[config.mk]
export PLATFORM = sky130hd
export DESIGN_NAME = div_restoring
export DESIGN_NICKNAME = d
export VERILOG_FILES = /design/src/rtl/div_pkg.sv /design/src/rtl/div_screen.sv /design/src/rtl/div_step.sv /design/src/rtl/div_ctrl.sv /design/src/rtl/div_restoring.sv
export SDC_FILE = /design/constraint.sdc
export NUM_CORES = 1
export LEC_CHECK = 0
export BUFFER_PORTS_ARGS = -buffer_cell sky130_fd_sc_hd__buf_2
export CORE_ASPECT_RATIO = 1.25
export CORE_MARGIN = 4
export CORE_UTILIZATION = 40
export DETAILED_ROUTE_END_ITERATION = 12
export HOLD_SLACK_MARGIN = 0.08
export PLACE_DENSITY = 0.65
export SYNTH_ARGS = -nofsm -noshare
export SYNTH_HDL_FRONTEND = slang
export SYNTH_SLANG_ARGS = --single-unit
[constraint.sdc]
create_clock -name clk -period 4.55 [get_ports clk]
set_input_delay 0.455 -clock clk [delete_from_list [all_inputs] [get_ports clk]]
set_output_delay 0.455 -clock clk [all_outputs]
set_load 0.03 [all_outputs]
[src/rtl/div_pkg.sv]
package div_pkg;

    typedef enum logic [1:0] {
        ST_IDLE = 2'd0,
        ST_RUN  = 2'd1,
        ST_FIX  = 2'd2
    } div_state_e;

    typedef enum logic [1:0] {
        SCR_OK   = 2'd0,
        SCR_ZERO = 2'd1,
        SCR_OVF  = 2'd2
    } div_screen_e;

endpackage

[src/rtl/div_screen.sv]
module div_screen #(
    parameter int N = 8
) (
    input  logic [N-1:0]         dvd_hi,
    input  logic [N-1:0]         dvs,
    output div_pkg::div_screen_e verdict
);
    import div_pkg::*;

    always_comb begin
        if (dvs == '0)
            verdict = SCR_ZERO;
        else if (dvd_hi >= dvs)
            verdict = SCR_OVF;
        else
            verdict = SCR_OK;
    end
endmodule

[src/rtl/div_step.sv]
module div_step #(
    parameter int N = 8
) (
    input  logic         carry_in,
    input  logic [N-1:0] hi_in,
    input  logic [N-1:0] lo_in,
    input  logic [N-1:0] dvs,
    output logic         carry_out,
    output logic [N-1:0] hi_out,
    output logic [N-1:0] lo_out
);
    localparam int AW = N + 2;

    logic [AW-1:0] diff;
    logic          neg;
    logic [N-1:0]  kept;

    always_comb begin
        diff = {1'b0, carry_in, hi_in} - {2'b00, dvs};
        neg  = diff[AW-1];
        kept = neg ? hi_in : diff[N-1:0];
        carry_out = kept[N-1];
        hi_out    = {kept[N-2:0], lo_in[N-1]};
        lo_out    = {lo_in[N-2:0], ~neg};
    end
endmodule

[src/rtl/div_ctrl.sv]
module div_ctrl #(
    parameter int N = 8
) (
    input  logic                clk,
    input  logic                rst,
    input  logic                start,
    input  logic                screened_ok,
    output logic                accept,
    output logic                load,
    output logic                step_en,
    output logic                fin,
    output logic                busy
);
    import div_pkg::*;

    localparam int CW = $clog2(N + 1);
    localparam logic [CW-1:0] LAST = CW'(N - 1);

    div_state_e     state_q;
    logic [CW-1:0]  cnt_q;

    assign accept  = start && (state_q == ST_IDLE);
    assign load    = accept && screened_ok;
    assign step_en = (state_q == ST_RUN);
    assign fin     = (state_q == ST_FIX);
    assign busy    = (state_q != ST_IDLE);

    always_ff @(posedge clk) begin
        if (rst) begin
            state_q <= ST_IDLE;
            cnt_q   <= '0;
        end else begin
            case (state_q)
                ST_IDLE: begin
                    cnt_q <= '0;
                    if (load) state_q <= ST_RUN;
                end
                ST_RUN: begin
                    if (cnt_q == LAST) begin
                        state_q <= ST_FIX;
                        cnt_q   <= '0;
                    end else begin
                        cnt_q <= cnt_q + 1'b1;
                    end
                end
                ST_FIX:  state_q <= ST_IDLE;
                default: state_q <= ST_IDLE;
            endcase
        end
    end
endmodule

[src/rtl/div_restoring.sv]
module div_restoring #(
    parameter int N = 8
) (
    input  logic           clk,
    input  logic           rst,
    input  logic           start,
    input  logic [2*N-1:0] dividend,
    input  logic [N-1:0]   divisor,
    output logic           busy,
    output logic           done,
    output logic [N-1:0]   quotient,
    output logic [N-1:0]   remainder,
    output logic           div_by_zero,
    output logic           overflow
);
    import div_pkg::*;

    div_screen_e  verdict;
    logic         accept, load, step_en, fin;

    logic         carry_q;
    logic [N-1:0] hi_q, lo_q, dvs_q;
    logic         carry_d;
    logic [N-1:0] hi_d, lo_d;

    div_screen #(.N(N)) u_screen (
        .dvd_hi (dividend[2*N-1:N]),
        .dvs    (divisor),
        .verdict(verdict)
    );

    div_ctrl #(.N(N)) u_ctrl (
        .clk        (clk),
        .rst        (rst),
        .start      (start),
        .screened_ok(verdict == SCR_OK),
        .accept     (accept),
        .load       (load),
        .step_en    (step_en),
        .fin        (fin),
        .busy       (busy)
    );

    div_step #(.N(N)) u_step (
        .carry_in (carry_q),
        .hi_in    (hi_q),
        .lo_in    (lo_q),
        .dvs      (dvs_q),
        .carry_out(carry_d),
        .hi_out   (hi_d),
        .lo_out   (lo_d)
    );

    // Working register: load with the dividend already shifted left once.
    always_ff @(posedge clk) begin
        if (rst) begin
            carry_q <= 1'b0;
            hi_q    <= '0;
            lo_q    <= '0;
            dvs_q   <= '0;
        end else if (load) begin
            {carry_q, hi_q, lo_q} <= {dividend, 1'b0};
            dvs_q <= divisor;
        end else if (step_en) begin
            carry_q <= carry_d;
            hi_q    <= hi_d;
            lo_q    <= lo_d;
        end
    end

    // Result registers: written only on completion.
    always_ff @(posedge clk) begin
        if (rst) begin
            done        <= 1'b0;
            quotient    <= '0;
            remainder   <= '0;
            div_by_zero <= 1'b0;
            overflow    <= 1'b0;
        end else begin
            done <= 1'b0;
            if (fin) begin
                done        <= 1'b1;
                quotient    <= lo_q;
                remainder   <= {carry_q, hi_q[N-1:1]};
                div_by_zero <= 1'b0;
                overflow    <= 1'b0;
            end else if (accept && verdict != SCR_OK) begin
                done        <= 1'b1;
                quotient    <= '1;
                remainder   <= dividend[N-1:0];
                div_by_zero <= (verdict == SCR_ZERO);
                overflow    <= (verdict == SCR_OVF);
            end
        end
    end
endmodule

**Word-level counts from Yosys, hierarchy flattened**

Cells that the tools add are included.

- Bits in registers: 50
- Input bits: 27
- Output and inout bits: 20
- Logic and storage cells: 57

- Eq/ne operators: 7
- $add $sub $neg: 2
- Magnitude comparators: 1
- Muxes and demuxes: 20
- Bitwise gates (word level): 1
- Reductions and logical operators: 14

Operator list:

| kind | count |
|---|---|
| 8-bit 2-to-1 mux | 9 |
| 2-bit nonzero test | 5 |
| 9-bit by 8-bit subtractor with 10-bit output | 1 |
| 8-bit >= comparator | 1 |
| 8-bit logical NOT | 1 |
| 2-bit 2-to-1 mux | 4 |
| 4-bit case mux with 2 select lines | 1 |
| 4-bit by 1-bit adder with 4-bit output, second input constant | 1 |
| 2-bit by 1-bit == test with 1-bit output, second input constant | 2 |
| 2-bit == test, second input constant | 2 |
| 4-bit by 3-bit == test with 1-bit output, second input constant | 1 |
| 2-bit logical NOT | 2 |
| 1-bit 2-to-1 mux | 4 |
| 4-bit 2-to-1 mux | 1 |
| 2-bit case mux with 2 select lines | 1 |
| 2-bit OR reduction | 2 |
| 1-bit logical AND | 3 |
| 2-bit by 1-bit inequality test with 1-bit output, second input constant | 1 |
| 2-bit inequality test, second input constant | 1 |
| 2-bit AND reduction | 1 |
| 1-bit NOT | 1 |

**Depth between registers and ports, before layout**

Gate-level depths: netlist of the first run.

- Depth after elaboration: 7
- Gate-level depth with buffers: 10

**By module**

From an unflattened synthesis of the first run, not the netlist that was laid out.

- Cells, all modules: 318
- Area total of the unflattened synthesis: 3009.1 sq um

By module, submodules not included:

| module | area an instance (sq um) | instances | cells each | sequential area each (sq um) |
|---|---|---|---|---|
| div_restoring | 1936.9 | 1 | 189 | 880.8 |
| div_step | 556.8 | 1 | 68 | 0.0 |
| div_ctrl | 286.5 | 1 | 33 | 120.1 |
| div_screen | 229.0 | 1 | 28 | 0.0 |

**Least setup slack after synthesis of the first run**

Ideal clock, no wire load.

- Path type: input-to-reg
- Start: input dividend[8]
- End: register hi_q[1]
- Setup slack: 2.266 ns
- Stages on the path: 9
- Arrival: 2.181 ns
- Cell sequence: inv_1 > ha_1 > nand2b_1 > a2111o_1 > a31oi_2 > and2_1 > clkbuf_8 > nor3_1 > a2111oi_2

- Longest elaborated chain between the ends: 6
- Elaborated cells between the ends (all ways): 7
- Classes of those cells: 1 x order compare; 3 x mux; 3 x reduce/logical

Ends and longest elaborated chain:

| what | RTL line | text |
|---|---|---|
| from (decl) | div_restoring.sv:7 | `input logic [2*N-1:0] dividend,` |
| 8-bit >= comparator | div_screen.sv:13 | `else if (dvd_hi >= dvs)` |
| 2-bit 2-to-1 mux | div_screen.sv:13 |  |
| 2-bit 2-to-1 mux | div_screen.sv:11 | `if (dvs == '0)` |
| 2-bit logical NOT | div_restoring.sv:36 | `.screened_ok(verdict == SCR_OK),` |
| 1-bit logical AND | div_ctrl.sv:23 | `assign load = accept && screened_ok;` |
| 8-bit 2-to-1 mux or 2-bit nonzero test (tied branches) | -- |  |
| to (signal assigned) | div_restoring.sv:62 | `{carry_q, hi_q, lo_q} <= {dividend, 1'b0};` |
| to (signal assigned) | div_restoring.sv:66 | `hi_q <= hi_d;` |
| to (decl) | div_restoring.sv:22 | `logic [N-1:0] hi_q, lo_q, dvs_q;` |

Parallel ways exist; a longest one is shown, timed or not.
A chain may end at the register's enable or synchronous reset.

**Final worst setup path of the first run**

Ends and elaborated chain as after synthesis.

==> results of run 1 <==
per-stage QoR:
stage / power [mW] / instances / setup slack [ps] / util
after detailed placement: 0.890 / 454 / 1650 / 0.448
after floorplan: 0.816 / 340 / 2270 / -
final: 1.21 / 462 / 1950 / 0.466
after global routing: 1.29 / 462 / 1810 / 0.466
after global placement: 0.884 / 454 / 1710 / 0.448
after CTS: 1.22 / 462 / 1960 / 0.466
report_power, final:
| group | switching, mW | leakage (nW) | internal (mW) | total [mW] |
|---|---|---|---|---|
| clock network | 0.161 | 0.0563 | 0.168 | 0.329 |
| logic | 0.230 | 0.849 | 0.142 | 0.373 |
| registers | 0.0317 | 0.410 | 0.476 | 0.508 |
worst paths after layout:
| check | end | slack [ps] | depth (start not counted) |
|---|---|---|---|
| min reg2reg | dvs_q[6] | 460 | 2 |
| max | hi_q[1] | 1950 | 10 |
| min | dvs_q[4] | 410 | 3 |
| max reg2reg | hi_q[1] | 2060 | 8 |
cells by family after synthesis:
group                      count (synthesis)
and+or+nand+nor                          147
AOI/OAI and AO/OA                         78
DFF                                       50
buffers and inverters                     41
adders and majority gates                 18
muxes                                      5
xor gates and xnor gates                   1
cells in the final DEF (no fill, tap or decap), types with 2 or more instances in the layout:
master and n:
a21o_1 2, buf_2 46, a21oi_1 26, nor2_1 51, dfxtp_1 50, nor2b_1 5
buf_4 2, mux2i_1 4, nand3b_1 3, o21a_1 3, or3_1 3, a2111oi_2 3
nand2b_1 8, o41ai_2 2, a22oi_1 10, inv_1 20, nor3_1 13, or4_1 3
ha_1 17, nand3_1 10, a211oi_1 2, nand2_1 43, o21ai_0 8, a311oi_1 10
clkbuf_8 5
layout make-up:
| class | instances | area, µm² |
|---|---|---|
| fill | 669 | 3550 |
| tap | 87 | 109 |
| clock inverter | 3 | 48.8 |
| sequential | 50 | 1000 |
| inverter | 20 | 75.1 |
| multi-input combinational | 249 | 1550 |
| clock buffer | 5 | 68.8 |
| timing repair buffer | 48 | 245 |
metal layers:
layer | routed length, µm | track usage | vias up
li1 | - | - | 1257
met1 | 2870 | 0.217 | 1114
met2 | 3200 | 0.265 | 66
met3 | 378 | 0.0385 | 7
met4 | 66 | 0.0384 | 0
met5 | 0 | 0 | -
sequential cells by signal, summed over array words and instances, names as in the netlist:
name and count:
quotient 8, hi_q 8, remainder 8, div_by_zero 1, carry_q 1, done 1, u_ctrl.cnt_q 4, overflow 1
lo_q 8, dvs_q 8, u_ctrl.state_q 2
critical path: cells and delay by family:
kind,cells,cell delay [ps]
AO/OA/AOI/OAI,3,980
adder cells (fa/ha/maj),1,270
buffers and inverters,3,440
AND/OR/NAND/NOR,3,650
==> impl_metrics.yaml, run 1 <==
logic_synthesis:
  yosysTopAreaCell: "dfxtp_1"
  yosys.area_share.simple: 0.242
  synthTopCellsByArea: "dfxtp_1 36%, ha_1 7.7%, nor2_1 6.9%"
  synth_edf_count: 0
  ys_ff_latch: 50
  synth_xor_area_frac: 0.00317
  yosys_warnings: 0
  synth_compound_area_frac: 0.212
  async_flop_share: 0
  synth_cell_type_count: 50
  yosysMostFrequentCell: "nor2_1"
  synth-main-ff-cell: "dfxtp_1"
  yosys-top-cells-count: "51 x nor2_1, 50 x dfxtp_1, 43 x nand2_1"
  syn_area_mm2: 0.00277
  netlist.area_leader.share: 0.362
  synthMuxAreaShare: 0.0185
  synth_top_family_by_area: "simple AND/OR/NAND/NOR gates"
  syn_nets: 385
  synth-seq-area-share: 0.362
  synthAdderAreaFrac: 0.0841
  netlist_instances: 340
  syn_area_per_cell_um2: 8.14
detailed_routing:
  ant_nets: 0
  wire_per_inst_um: 14.1
  wirelength_mm: 6.52
  drc_errors: 0
  drt-vias-per-instance: 5.29
  vias: 2444
  drt_iter0_drc: 184
  firstDrtPassIters: 5
worst_setup_path:
  path_cells: "buf_2 -> inv_1 -> ha_1 -> nand2b_1 -> a2111o_1 -> a31oi_2 -> and2_1 -> buf_4 -> nor3_1 -> a2111oi_2"
  startpoint: "dividend[8]"
  cp_max_fo: 16
  crit_arrival_ps: 2800
  max_stage_delay_ps: 430
  reg2reg_from: "dvs_q[1]"
  critPathSlowestCell: "and2_1"
  cp-end-kind: "flop"
  setup.worst_path.start_class: "input port"
  cp_data_required_time_ps: 4750
  criticalPathCategory: "in -> reg"
outcome:
  status: "finished, final reports clean"
die:
  rows: 33
  dieArea_mm2: 0.00832
  io_pins: 47
  start_util: 0.416
  dieHeight_um: 101
  core-area_mm2: 0.00665
  die_w_um: 82.4
global_route:
  antenna_found_initial: 0
  grt_pass1_wl_mm: 10.7
  grt_pass1_vias: 2243
  groute.usage.overall: 0.163
  grt-ovfl-total: 0
  grt_max_degree: 53
clock_network:
  htree_levels: 2
  clk_latency_ps: 310
  clockBufferDepth: 2
  clock_sinks: 50
  cts_hold_buf: 0
  cts-root-buf: "clkbuf_8"
  postCtsSetupRepairBufs: 0
  cts_buffers: 5
  postCtsResizedCells: 0
  cts.clk_slew.worst_paths_ps: 90
  cts_tree: "done"
sta:
  whs_ps: 406
  max_freq_mhz: 385
  fin_crit_sh: 0.570
  skew_ps: 10.1
  rsz0062_at_grt: "false"
  worst_slew_margin_rel: 0.336
  setup_tns_ps: 0
  hold_violations: 0
  drv_slew: 0
  tightest_slew_ps: 996
  setup_viol: 0
  fin_crit_ps: 2600
worst_hold_path:
  hold_path_class: "in -> reg"
  worstHoldStart: "divisor[4]"
place:
  place.gp.congestion: 0.790
  place.detailed.hpwl_mm: 4.86
  io_buffers: 46
  post_dp_cell_area_mm2: 0.00298
power:
  ir_drop_mv: 0.159
  power.density_mw_per_mm2: 391
  leakagePower_nw: 1.31
cells_and_area:
  drive_gt1_frac: 0.181
  final_nets: 419
  postLayoutCellArea_mm2: 0.00310
  diodes: 0
  area.growth.synth_to_final_pct: 11.9
run:
  cap_viol_max_count: 0
No activity file was read; power rests on OpenSTA's default activity.
==> run 2: changes to the inputs <==
PLACE_DENSITY = 0.67   (was 0.65)
clock period = 2.2 ns   (was 4.55 ns; I/O delays follow)
==> run 2 against run 1 <==
The run now ends with negative setup slack left. Highest routed layer unchanged. Largest power group is now combinational logic. Wire length rose by 9.0%. Clock skew down 5.6 ps. Cell count grew 7.8%. Die area did not move. Non-clock buffer count grew 37. Critical path type is now reg -> reg. Global-route usage is 1.1 points higher. Core utilization grew 6.1 points. Count of clock-buffer cells in the layout unchanged. Design area rose by 13%.
==> impl_metrics.yaml, run 2 (synthesis gave the netlist of run 1 again) <==
sta:
  drv_slew: 0
  worst_slew_margin_rel: 0.582
  setup_viol: 1
  skew_ps: 4.52
  fin_crit_ps: 2220
  hold_violations: 0
  setup_ws_ps: -24.7
  rsz0062_at_grt: "true"
  fin_crit_sh: 1.01
  max_freq_mhz: 450
  tightest_slew_ps: 624
cells_and_area:
  fin_cells: 498
  final_core_util: 0.527
  drive_gt1_frac: 0.302
  area.growth.synth_to_final_pct: 26.6
  postLayoutCellArea_mm2: 0.00350
  mostFrequentLayoutCell: "nor2_1"
  diodes: 0
  layout_common_cells: "51 x nor2_1, 47 x dfxtp_1, 46 x buf_2"
  final_nets: 456
global_route:
  antenna_found_initial: 0
  grt_pass1_wl_mm: 11.4
  grt_pass1_vias: 2511
  grt-ovfl-total: 0
  grt_max_degree: 30
  groute.usage.overall: 0.174
worst_setup_path:
  criticalPathCategory: "reg -> reg"
  timing.rr.end: "hi_q[2]"
  r2r_slack_ps: -20
  path_cells: "inv_2 -> ha_4 -> nor2b_4 -> o2111ai_4 -> a2111oi_4 -> nor2_1 -> or3_1 -> a311oi_1"
  crit_arrival_ps: 2440
  max_stage_delay_ps: 450
  critPathSlowestCell: "a2111oi_4"
  r2r_cells: 8
  reg2reg_from: "dvs_q[1]"
  cp_top_family: "compound AO/OA/AOI/OAI gates"
  cp_max_fo: 3
  cp_num_buf_inv: 1
  cp-end-kind: "flop"
  cp_data_required_time_ps: 2420
  setup.worst_path.start_class: "flop"
detailed_routing:
  drt-vias-per-instance: 5.23
  drt_iter0_drc: 153
  drc_errors: 0
  vias: 2607
  ant_nets: 0
  wire_per_inst_um: 14.3
  wirelength_mm: 7.10
  firstDrtPassIters: 4
place:
  dpl.cell_count: 487
  place.gp.congestion: 0.825
  place.detailed.hpwl_mm: 5.36
  pre_cts_ws_ps: -144
  post_dp_cell_area_mm2: 0.00325
  io_buffers: 46
die:
  dieHeight_um: 101
  core-area_mm2: 0.00665
  dieArea_mm2: 0.00832
  rows: 33
  start_util: 0.416
  io_pins: 47
  die_w_um: 82.4
power:
  leakagePower_nw: 1.52
  finalPower_mw: 2.70
  ir_drop_mv: 0.429
  power.density_mw_per_mm2: 770
run:
  cap_viol_max_count: 0
clock_network:
  cts_tree: "done"
  clk_latency_ps: 300
  clockBufferDepth: 2
  cts-root-buf: "clkbuf_8"
  cts.clk_slew.worst_paths_ps: 90
  htree_levels: 2
  clock_sinks: 50
  cts_hold_buf: 0
  cts_buffers: 5
worst_hold_path:
  hold_path_end: "dvs_q[4]"
  worstHoldStart: "divisor[4]"
  min_delay_path_depth: 3
  hold_path_class: "in -> reg"
outcome:
  status: "complete, but fails checks"
  violations: "negative setup slack"
## run 2: changes by cell type in the layout (fill, tap and decap cells not counted), moves of 3 or more
cell	previous run	this run
dfxtp_1	50	47
ha_4	0	4
dfxtp_2	0	3
ha_1	17	13
buf_4	2	36
## run 2: worst min-delay path: stages
cell,delay [ps]
buf_2,110
nand2_1,50
a21oi_1,50
## run 2: timing repair
action | 4_1_cts | 5_1_grt
endpoints found under the setup margin | 9 | 24
buffers inserted | 3 | 1
gates resized for setup | 13 | 15
pin swaps | 6 | 7
## run 2: routing by layer
metal / global-route usage / up-vias / wire length [µm]
li1: - / 1332 / -
met1: 0.227 / 1211 / 3210
met2: 0.283 / 55 / 3440
met3: 0.0286 / 9 / 319
met4: 0.0691 / 0 / 134
met5: 0 / - / 0
## run 2: how the worst max path moves through the flow
stage                            from  slack, ps  depth (start not counted)       to
after CTS                    dvs_q[1]         -6                          8  hi_q[2]
final                        dvs_q[1]        -20                          8  hi_q[2]
after floorplan              dvs_q[1]         40                          9  hi_q[1]
after detailed placement  dividend[8]       -140                         10  hi_q[5]
after global routing         dvs_q[1]       -120                          8  hi_q[2]
after global placement    dividend[8]        -70                         10  hi_q[5]
## run 2: stage by stage
stage                     hold WS, ps  setup TNS, ps
after floorplan                   356              0
after global routing              178           -660
after detailed placement          449          -1480
final                             169          -24.7
after CTS                         163          -9.98
after global placement            444           -605
## run 2: layout make-up
cell class | instances | area [µm²]
Fill cell | 638 | 3150
Clock buffer | 5 | 68.8
Timing Repair Buffer | 85 | 552
Clock inverter | 2 | 13.8
Tap cell | 87 | 109
Inverter | 20 | 75.1
Sequential cell | 50 | 1000
Multi-Input combinational cell | 249 | 1680
## run 2: report_power, final
part / switching [mW] / leakage (nW) / total [mW] / internal, mW
registers: 0.0579 / 0.411 / 1.04 / 0.986
clock network: 0.308 / 0.0444 / 0.528 / 0.220
logic: 0.593 / 1.06 / 1.13 / 0.534
total: 0.958 / 1.52 / 2.70 / 1.74
